$ cat config.mk
export PLATFORM = sky130hd
export DESIGN_NAME = tlb_rand_idx
export DESIGN_NICKNAME = d
export VERILOG_FILES = /design/src/rtl/tlb_rand_pkg.sv /design/src/rtl/lcg_next.sv /design/src/rtl/rem_serial.sv /design/src/rtl/tlb_rand_idx.sv
export SDC_FILE = /design/constraint.sdc
export NUM_CORES = 1
export LEC_CHECK = 0
export BUFFER_PORTS_ARGS = -buffer_cell sky130_fd_sc_hd__buf_4
export CAP_MARGIN = 40
export CORE_ASPECT_RATIO = 0.6
export CORE_UTILIZATION = 30
export CTS_CLUSTER_SIZE = 40
export DETAILED_ROUTE_END_ITERATION = 12
export SYNTH_ARGS = -nofsm -noshare
export SYNTH_HDL_FRONTEND = slang
export SYNTH_HIERARCHICAL = 1
export SYNTH_SLANG_ARGS = --single-unit
$ cat constraint.sdc
create_clock -name clk_i -period 9.6 [get_ports clk_i]
set_input_delay 1.92 -clock clk_i [delete_from_list [all_inputs] [get_ports clk_i]]
set_output_delay 1.92 -clock clk_i [all_outputs]
set_load 0.03 [all_outputs]
$ cat src/rtl/tlb_rand_pkg.sv
package tlb_rand_pkg;
  localparam logic [31:0] LCG_MUL  = 32'd1103515245;
  localparam logic [31:0] LCG_INC  = 32'd12345;
  localparam logic [31:0] LCG_SEED = 32'd1;
  localparam int          FOLD_W   = 16;

  typedef enum logic [1:0] {
    FSM_IDLE,
    FSM_LOAD,
    FSM_WAIT
  } fsm_e;
endpackage

$ cat src/rtl/lcg_next.sv
module lcg_next
  import tlb_rand_pkg::*;
(
  input  logic [31:0] cur_i,
  output logic [31:0] nxt_o
);
  always_comb nxt_o = cur_i * LCG_MUL + LCG_INC;
endmodule

$ cat src/rtl/rem_serial.sv
// Restoring remainder, one dividend bit per cycle.
module rem_serial #(
  parameter int DVD_W = 16,
  parameter int DVS_W = 5
) (
  input  logic             clk_i,
  input  logic             rst_ni,
  input  logic             start_i,
  input  logic [DVD_W-1:0] dividend_i,
  input  logic [DVS_W-1:0] divisor_i,
  output logic             done_o,
  output logic [DVS_W-1:0] rem_o
);
  localparam int CNT_W = $clog2(DVD_W) + 1;

  logic [DVD_W-1:0] shf_q;
  logic [DVS_W-1:0] rem_q;
  logic [CNT_W-1:0] cnt_q;
  logic             run_q;
  logic             done_q;
  logic [DVS_W:0]   trial;
  logic [DVS_W:0]   dvs_ext;

  always_comb begin
    trial   = {rem_q, shf_q[DVD_W-1]};
    dvs_ext = {1'b0, divisor_i};
  end

  always_ff @(posedge clk_i or negedge rst_ni) begin
    if (!rst_ni) begin
      shf_q  <= '0;
      rem_q  <= '0;
      cnt_q  <= '0;
      run_q  <= 1'b0;
      done_q <= 1'b0;
    end else if (start_i) begin
      shf_q  <= dividend_i;
      rem_q  <= '0;
      cnt_q  <= '0;
      run_q  <= 1'b1;
      done_q <= 1'b0;
    end else if (run_q) begin
      if (trial >= dvs_ext) rem_q <= DVS_W'(trial - dvs_ext);
      else                  rem_q <= DVS_W'(trial);
      shf_q <= {shf_q[DVD_W-2:0], 1'b0};
      cnt_q <= cnt_q + 1'b1;
      if (cnt_q == CNT_W'(DVD_W - 1)) begin
        run_q  <= 1'b0;
        done_q <= 1'b1;
      end
    end else begin
      done_q <= 1'b0;
    end
  end

  assign done_o = done_q;
  assign rem_o  = rem_q;
endmodule

$ cat src/rtl/tlb_rand_idx.sv
module tlb_rand_idx
  import tlb_rand_pkg::*;
#(
  parameter int N_ENTRIES = 16,
  localparam int IDX_W = $clog2(N_ENTRIES),
  localparam int WR_W  = IDX_W + 1
) (
  input  logic             clk_i,
  input  logic             rst_ni,
  input  logic             req_i,
  input  logic [WR_W-1:0]  wired_i,
  output logic             busy_o,
  output logic             valid_o,
  output logic [IDX_W-1:0] idx_o
);
  localparam logic [WR_W-1:0] N_W  = WR_W'(N_ENTRIES);
  localparam logic [WR_W-1:0] LAST = WR_W'(N_ENTRIES - 1);

  fsm_e             fsm_q;
  logic [31:0]      lcg_q, lcg_nxt;
  logic [WR_W-1:0]  wired_q, range_q;
  logic [WR_W-1:0]  wired_c, range_c;
  logic [IDX_W-1:0] prev_q, idx_q, cand;
  logic             valid_q;
  logic             div_done;
  logic [WR_W-1:0]  div_rem;
  logic [WR_W-1:0]  cand_w;

  lcg_next u_lcg (.cur_i(lcg_q), .nxt_o(lcg_nxt));

  rem_serial #(.DVD_W(FOLD_W), .DVS_W(WR_W)) u_rem (
    .clk_i      (clk_i),
    .rst_ni     (rst_ni),
    .start_i    (fsm_q == FSM_LOAD),
    .dividend_i (lcg_q[31:16]),
    .divisor_i  (range_q),
    .done_o     (div_done),
    .rem_o      (div_rem)
  );

  always_comb begin
    wired_c = (wired_i >= N_W) ? LAST : wired_i;
    range_c = N_W - wired_c;
    cand_w  = div_rem + wired_q;
    cand    = IDX_W'(cand_w);
  end

  always_ff @(posedge clk_i or negedge rst_ni) begin
    if (!rst_ni) begin
      fsm_q   <= FSM_IDLE;
      lcg_q   <= LCG_SEED;
      wired_q <= '0;
      range_q <= N_W;
      prev_q  <= '0;
      idx_q   <= '0;
      valid_q <= 1'b0;
    end else begin
      valid_q <= 1'b0;
      unique case (fsm_q)
        FSM_IDLE: if (req_i) begin
          wired_q <= wired_c;
          range_q <= range_c;
          if (range_c == WR_W'(1)) begin
            idx_q   <= IDX_W'(LAST);
            valid_q <= 1'b1;
          end else begin
            lcg_q <= lcg_nxt;
            fsm_q <= FSM_LOAD;
          end
        end
        FSM_LOAD: fsm_q <= FSM_WAIT;
        FSM_WAIT: if (div_done) begin
          if (cand == prev_q) begin
            lcg_q <= lcg_nxt;
            fsm_q <= FSM_LOAD;
          end else begin
            idx_q   <= cand;
            prev_q  <= cand;
            valid_q <= 1'b1;
            fsm_q   <= FSM_IDLE;
          end
        end
        default: fsm_q <= FSM_IDLE;
      endcase
    end
  end

  assign busy_o  = (fsm_q != FSM_IDLE);
  assign valid_o = valid_q;
  assign idx_o   = idx_q;
endmodule

## Word-level counts from Yosys, hierarchy flattened

Index checks and enable logic that the tools add are counted.

| word-level totals | value |
|---|---|
| register bits | 80 |
| input port bits | 8 |
| word-level logic and storage cells | 76 |
| output and inout bits | 6 |

| operators by class | value |
|---|---|
| $add $sub $neg | 5 |
| equality and inequality tests | 12 |
| magnitude comparators | 2 |
| reduce and logical (&&, ||, !) cells | 9 |
| $mul | 1 |
| muxes and demuxes | 34 |
| bitwise gates (word level) | 1 |

Operators by type and width:

| cell | count |
|---|---|
| two-way mux 32 bit | 4 |
| one-hot mux 32 bit (2 select lines) | 1 |
| adder 32 x 14 -> 32 bit (second input constant) | 1 |
| multiplier 32 x 31 -> 32 bit (second input constant) | 1 |
| two-way mux 16 bit | 2 |
| two-way mux 5 bit | 6 |
| two-way mux 4 bit | 4 |
| two-way mux 1 bit | 11 |
| != test 2 bit (second input constant) | 5 |
| AND reduction 5 bit | 2 |
| one-hot mux 4 bit (2 select lines) | 1 |
| >= comparator 6 x 5 -> 1 bit | 1 |
| two-way mux 2 bit | 3 |
| one-hot mux 2 bit (3 select lines) | 1 |
| AND reduction 3 bit | 2 |
| nonzero test 2 bit | 3 |
| adder 5 x 1 -> 5 bit (second input constant) | 1 |
| == test 5 x 1 -> 1 bit (second input constant) | 1 |
| == test 5 x 4 -> 1 bit (second input constant) | 1 |
| >= comparator 5 bit (second input constant) | 1 |
| subtractor 5 bit | 1 |
| subtractor 5 bit (first input constant) | 1 |
| adder 4 bit | 1 |
| == test 4 bit | 1 |
| 8 further kinds | 8 |

## Depth between registers and ports, before layout

| logic depth | value |
|---|---|
| word-level depth | 7 |
| depth in mapped cells | 29 |

## By module

The synthesis kept the hierarchy.

Modules (own cells, without submodules):

| module | times used | area an instance (sq um) | cells an instance | seq. area each (sq um) |
|---|---|---|---|---|
| lcg_next | 1 | 9,143.8 | 987 | 0.0 |
| tlb_rand_idx | 1 | 3,315.7 | 328 | 1,278.7 |
| rem_serial | 1 | 1,503.9 | 153 | 700.7 |

## Worst setup path after synthesis

No wires, ideal clock.

| timing | value |
|---|---|
| kind | reg-to-reg |
| start | reg lcg_q[6] |
| end | reg lcg_q[31] |
| setup time | 0.101 ns |
| cell stages (with the launch flop) | 29 |
| data required time | 9.499 ns |
| path slack | 2.310 ns |
| buffers on the path | 0 |
| arrival | 7.189 ns |
| period minus slack after synthesis | 7.290 ns |
| path through | dfrtp_1 -> ha_1 -> xor2_1 -> ha_1 -> a21oi_1 -> fa_1 -> fa_1 -> inv_1 -> fa_1 -> inv_1 -> fa_1 -> inv_1 -> fa_1 -> inv_1 -> fa_1 -> inv_1 -> ha_1 -> and3_1 -> a31oi_1 -> o21ai_1 -> a2111o_1 -> a31oi_4 -> o21ai_2 -> a221o_1 -> o41a_1 -> xnor2_1 -> nand2_1 -> nand4b_1 -> o311ai_2 |

| on the way | value |
|---|---|
| cells in the longest elaborated chain, start to end | 5 |
| elaborated cells on any way between the ends | 7 |
| those cells by class | add/sub (1); mul (1); mux (5) |

RTL lines:

| element | RTL line | RTL |
|---|---|---|
| start, declared | tlb_rand_idx.sv:20 | `logic [31:0] lcg_q, lcg_nxt;` |
| start signal, assigned | tlb_rand_idx.sv:67 | `lcg_q <= lcg_nxt;` |
| start signal, assigned | tlb_rand_idx.sv:74 | `lcg_q <= lcg_nxt;` |
| multiplier 32 x 31 -> 32 bit (*) | lcg_next.sv:7 | `always_comb nxt_o = cur_i * LCG_MUL + LCG_INC;` |
| adder 32 x 14 -> 32 bit (*) | lcg_next.sv:7 |  |
| named net lcg_nxt[31] | tlb_rand_idx.sv:20 |  |
| two-way mux 32 bit (on tied branches) | tlb_rand_idx.sv:73, tlb_rand_idx.sv:63 |  |
| two-way mux 32 bit (on tied branches) | tlb_rand_idx.sv:72, tlb_rand_idx.sv:60 |  |
| one-hot mux 32 bit (2 select lines) (*) | tlb_rand_idx.sv:59 | `unique case (fsm_q)` |

The timed path passes the listed nets; every way through them passes the cells marked *. The select of a mux whose other input is x is not followed.
A chain may end at the register's enable or synchronous reset.

## Worst setup path after layout

| timing | value |
|---|---|
| start | reg lcg_q[7] |
| end | reg lcg_q[31] |

The elaborated chain is that of the path after synthesis.

==> impl_metrics.env <==
export IMPL_maxSlewViolCount=0
export IMPL_yosysSeqAreaShare_pct=14.2
export IMPL_path_buf_inv=5
export IMPL_hold_viol_final=0
export IMPL_antenna_left=0
export IMPL_grt_use_met3_pct=7.38
export IMPL_reg2reg_from="lcg_q[7]"
export IMPL_finalSetupViolations=0
export IMPL_grt_max_degree=52
export IMPL_vias=9887
export IMPL_synth_distinct_cells=69
export IMPL_syn_inst=1468
export IMPL_maxCapViolations=0
export IMPL_clk_latency_ns=0.34
export IMPL_worstSetupPathType="register to register"
export IMPL_cts_tree="done"
export IMPL_reg2reg_depth=28
export IMPL_io_buffers=13
export IMPL_cp_max_fo=10
export IMPL_synth_seq_cells=79
export IMPL_critPathCapture="lcg_q[31]"
export IMPL_die_y_um=169
export IMPL_crit_start="lcg_q[7]"
export IMPL_synth_edff_count=0
export IMPL_layout_drive_gt1_share_pct=6.21
export IMPL_initial_utilization_pct=30.8
export IMPL_ios=14
export IMPL_seq_area_um2=1980
export IMPL_met2_usage_pct=20.9
export IMPL_setup_slack_ns=1.45
export IMPL_syn_to_final_growth_pct=7.52
export IMPL_synthArstFlopShare_pct=100
export IMPL_grt_overflow_total=0
export IMPL_outcome="complete, no violations"
export IMPL_placedCellCount=2071
export IMPL_clock_skew_ns=0.0131
export IMPL_cts_clk_slew_worst_paths_ns=0.07
export IMPL_drt_iter0_drc=883
export IMPL_cts_root_buf="clkbuf_16"
export IMPL_max_slew_margin_pct=40.7
export IMPL_dr_pass1_iters=5
export IMPL_multi_input_area_um2=10100
export IMPL_fillers=4690
export IMPL_grt_pass1_vias=10200
export IMPL_worstSetupStartpointType="register"
export IMPL_ff2ff_setup_slack_ns=1.45
export IMPL_critPathMostFrequentCell="fa_1"
export IMPL_grt_pass1_wl_um=61700
export IMPL_drt_vias_per_instance=4.74
export IMPL_synth_main_ff_cell="dfrtp_1"
export IMPL_cts_max_level=3
export IMPL_cts_setup_buffers=0
export IMPL_yosysWarningCount=6
export IMPL_stdcell_count=2086
export IMPL_slowest_stage="dfrtp_1"
export IMPL_cts_hold_buf=0
export IMPL_syn_cell_area_um2=14000
export IMPL_fp_dieArea_um2=47400
export IMPL_final_net_count=1877
export IMPL_cts_made_buffers=9
export IMPL_drt_total_wl_um=39700
export IMPL_r2r_end="lcg_q[31]"
export IMPL_top_usage_layer="met1"
export IMPL_die_w_um=281
export IMPL_dp_hpwl_um=33100
export IMPL_critPathTopFamily="adder cells"
export IMPL_clk_path_buf_depth=2
export IMPL_path_depth=28
export IMPL_cts_resized=0
export IMPL_hold_path_class="register to register"
export IMPL_tns_ns=0
export IMPL_grt_antenna_before_repair=0
export IMPL_grt_usage_pct=17.4
export IMPL_post_place_ws_ns=1.60
export IMPL_grt_setup_unrepaired="false"
export IMPL_min_delay_start="range_q[4]"
export IMPL_post_route_period_util_pct=84.9
export IMPL_worst_pin_slew_ns=0.867
export IMPL_period_needed_ns=8.15
export IMPL_drc=0
export IMPL_wl_per_cell_um=19.0
export IMPL_gp_congestion=0.921
export IMPL_core_um2=45300
export IMPL_cpPeakStageDelay_ns=0.64
export IMPL_critPathArrivalTime_ns=8.39
export IMPL_clock_sinks=79
export IMPL_fmax_ghz=0.123
export IMPL_synth_area_per_cell_um2=9.51
export IMPL_synth_nets=1883
export IMPL_worstSetupEndpointType="register"
export IMPL_num_rows=60
export IMPL_crit_required_ns=9.84
export IMPL_use_met1_pct=28.3
[registers in the layout, summed over array words and instances (netlist names), 2 cells and up]
name         cells
u_rem/cnt_q      5
u_rem/shf_q     16
prev_q           4
fsm_q            2
wired_q          4
lcg_q           32
u_rem/rem_o      5
range_q          4
idx_o            4
[metal layers]
metal | vias to the layer above | share of wire (%)
met3 | 11 | 12
met1 | 4922 | 53
met5 | - | 0
li1 | 4606 | -
met4 | 0 | 0.28
met2 | 348 | 34
[cell usage in the layout (no fill, tap or decap), drive strengths merged, types with 5 or more instances in the layout]
cell / Yosys / final
inv: 455 / 455
ha: 220 / 220
fa: 187 / 187
nand2: 80 / 80
dfrtp: 77 / 77
xnor2: 57 / 57
o21ai: 36 / 36
nor2: 34 / 34
o211ai: 34 / 34
nand4b: 33 / 33
a21oi: 32 / 32
o311ai: 32 / 32
buf: 12 / 24
xor2: 19 / 19
mux2i: 18 / 18
a21o: 16 / 16
nand3: 9 / 9
clkbuf: 29 / 9
nand2b: 7 / 7
and3: 7 / 7
nand4: 6 / 6
a31oi: 6 / 6
a211oi: 5 / 5
nor3: 5 / 5
[cells in the mapped netlist, drive strengths merged (9+ instances only)]
master / n / area (µm²)
a21o: 16 / 123
a21oi: 32 / 160
buf: 12 / 96.3
clkbuf: 29 / 109
dfrtp: 77 / 1930
fa: 187 / 3740
ha: 220 / 2750
inv: 455 / 1710
mux2i: 18 / 180
nand2: 80 / 300
nand3: 9 / 45.0
nand4b: 33 / 289
nor2: 34 / 128
o211ai: 34 / 255
o21ai: 36 / 184
o311ai: 32 / 498
xnor2: 57 / 499
xor2: 19 / 166
[per-stage QoR]
stage	utilization (%)	hold WS, ns	cell area (µm²)
after floorplan	-	0.435	14000
final	33.1	0.455	15000
after global placement	32.4	0.445	14700
after detailed placement	32.5	0.451	14800
after CTS	33.1	0.459	15000
after global routing	33.1	0.485	15000
[area by class of cell]
class	count	area share, %
Antenna cell	1	0.0167
Clock buffer	9	1.50
Clock inverter	5	0.183
Inverter	455	11.4
Multi-Input combinational cell	893	67.2
Sequential cell	79	13.2
Tap cell	620	5.17
Timing Repair Buffer	24	1.42
[tightest hold or removal path, cell delays in order, from the launching register on]
cell and delay [ns]:
dfstp_2 0.37, nand2_1 0.05, nand2_1 0.04
[logic make-up after synthesis]
logic type	count (synthesis)	synth area share, %
buffers and inverters	496	13.7
adders and majority gates	407	46.5
and+or+nand+nor	197	7.44
AOI/OAI and AO/OA	189	11.4
DFF	79	14.2
xor gates and xnor gates	78	5.11
muxes	22	1.61
[worst min path at each step]
stage	endpoint	slack (ns)	cells past startpoint
floorplan	range_q[4]	0.43	2
global placement	range_q[4]	0.44	2
detailed placement	range_q[4]	0.45	2
CTS	range_q[4]	0.46	2
global route	range_q[4]	0.49	2
finish	range_q[4]	0.46	2
Power is not shown: default switching activity piles up to over one toggle a cycle in this logic, so the estimate is an artifact.
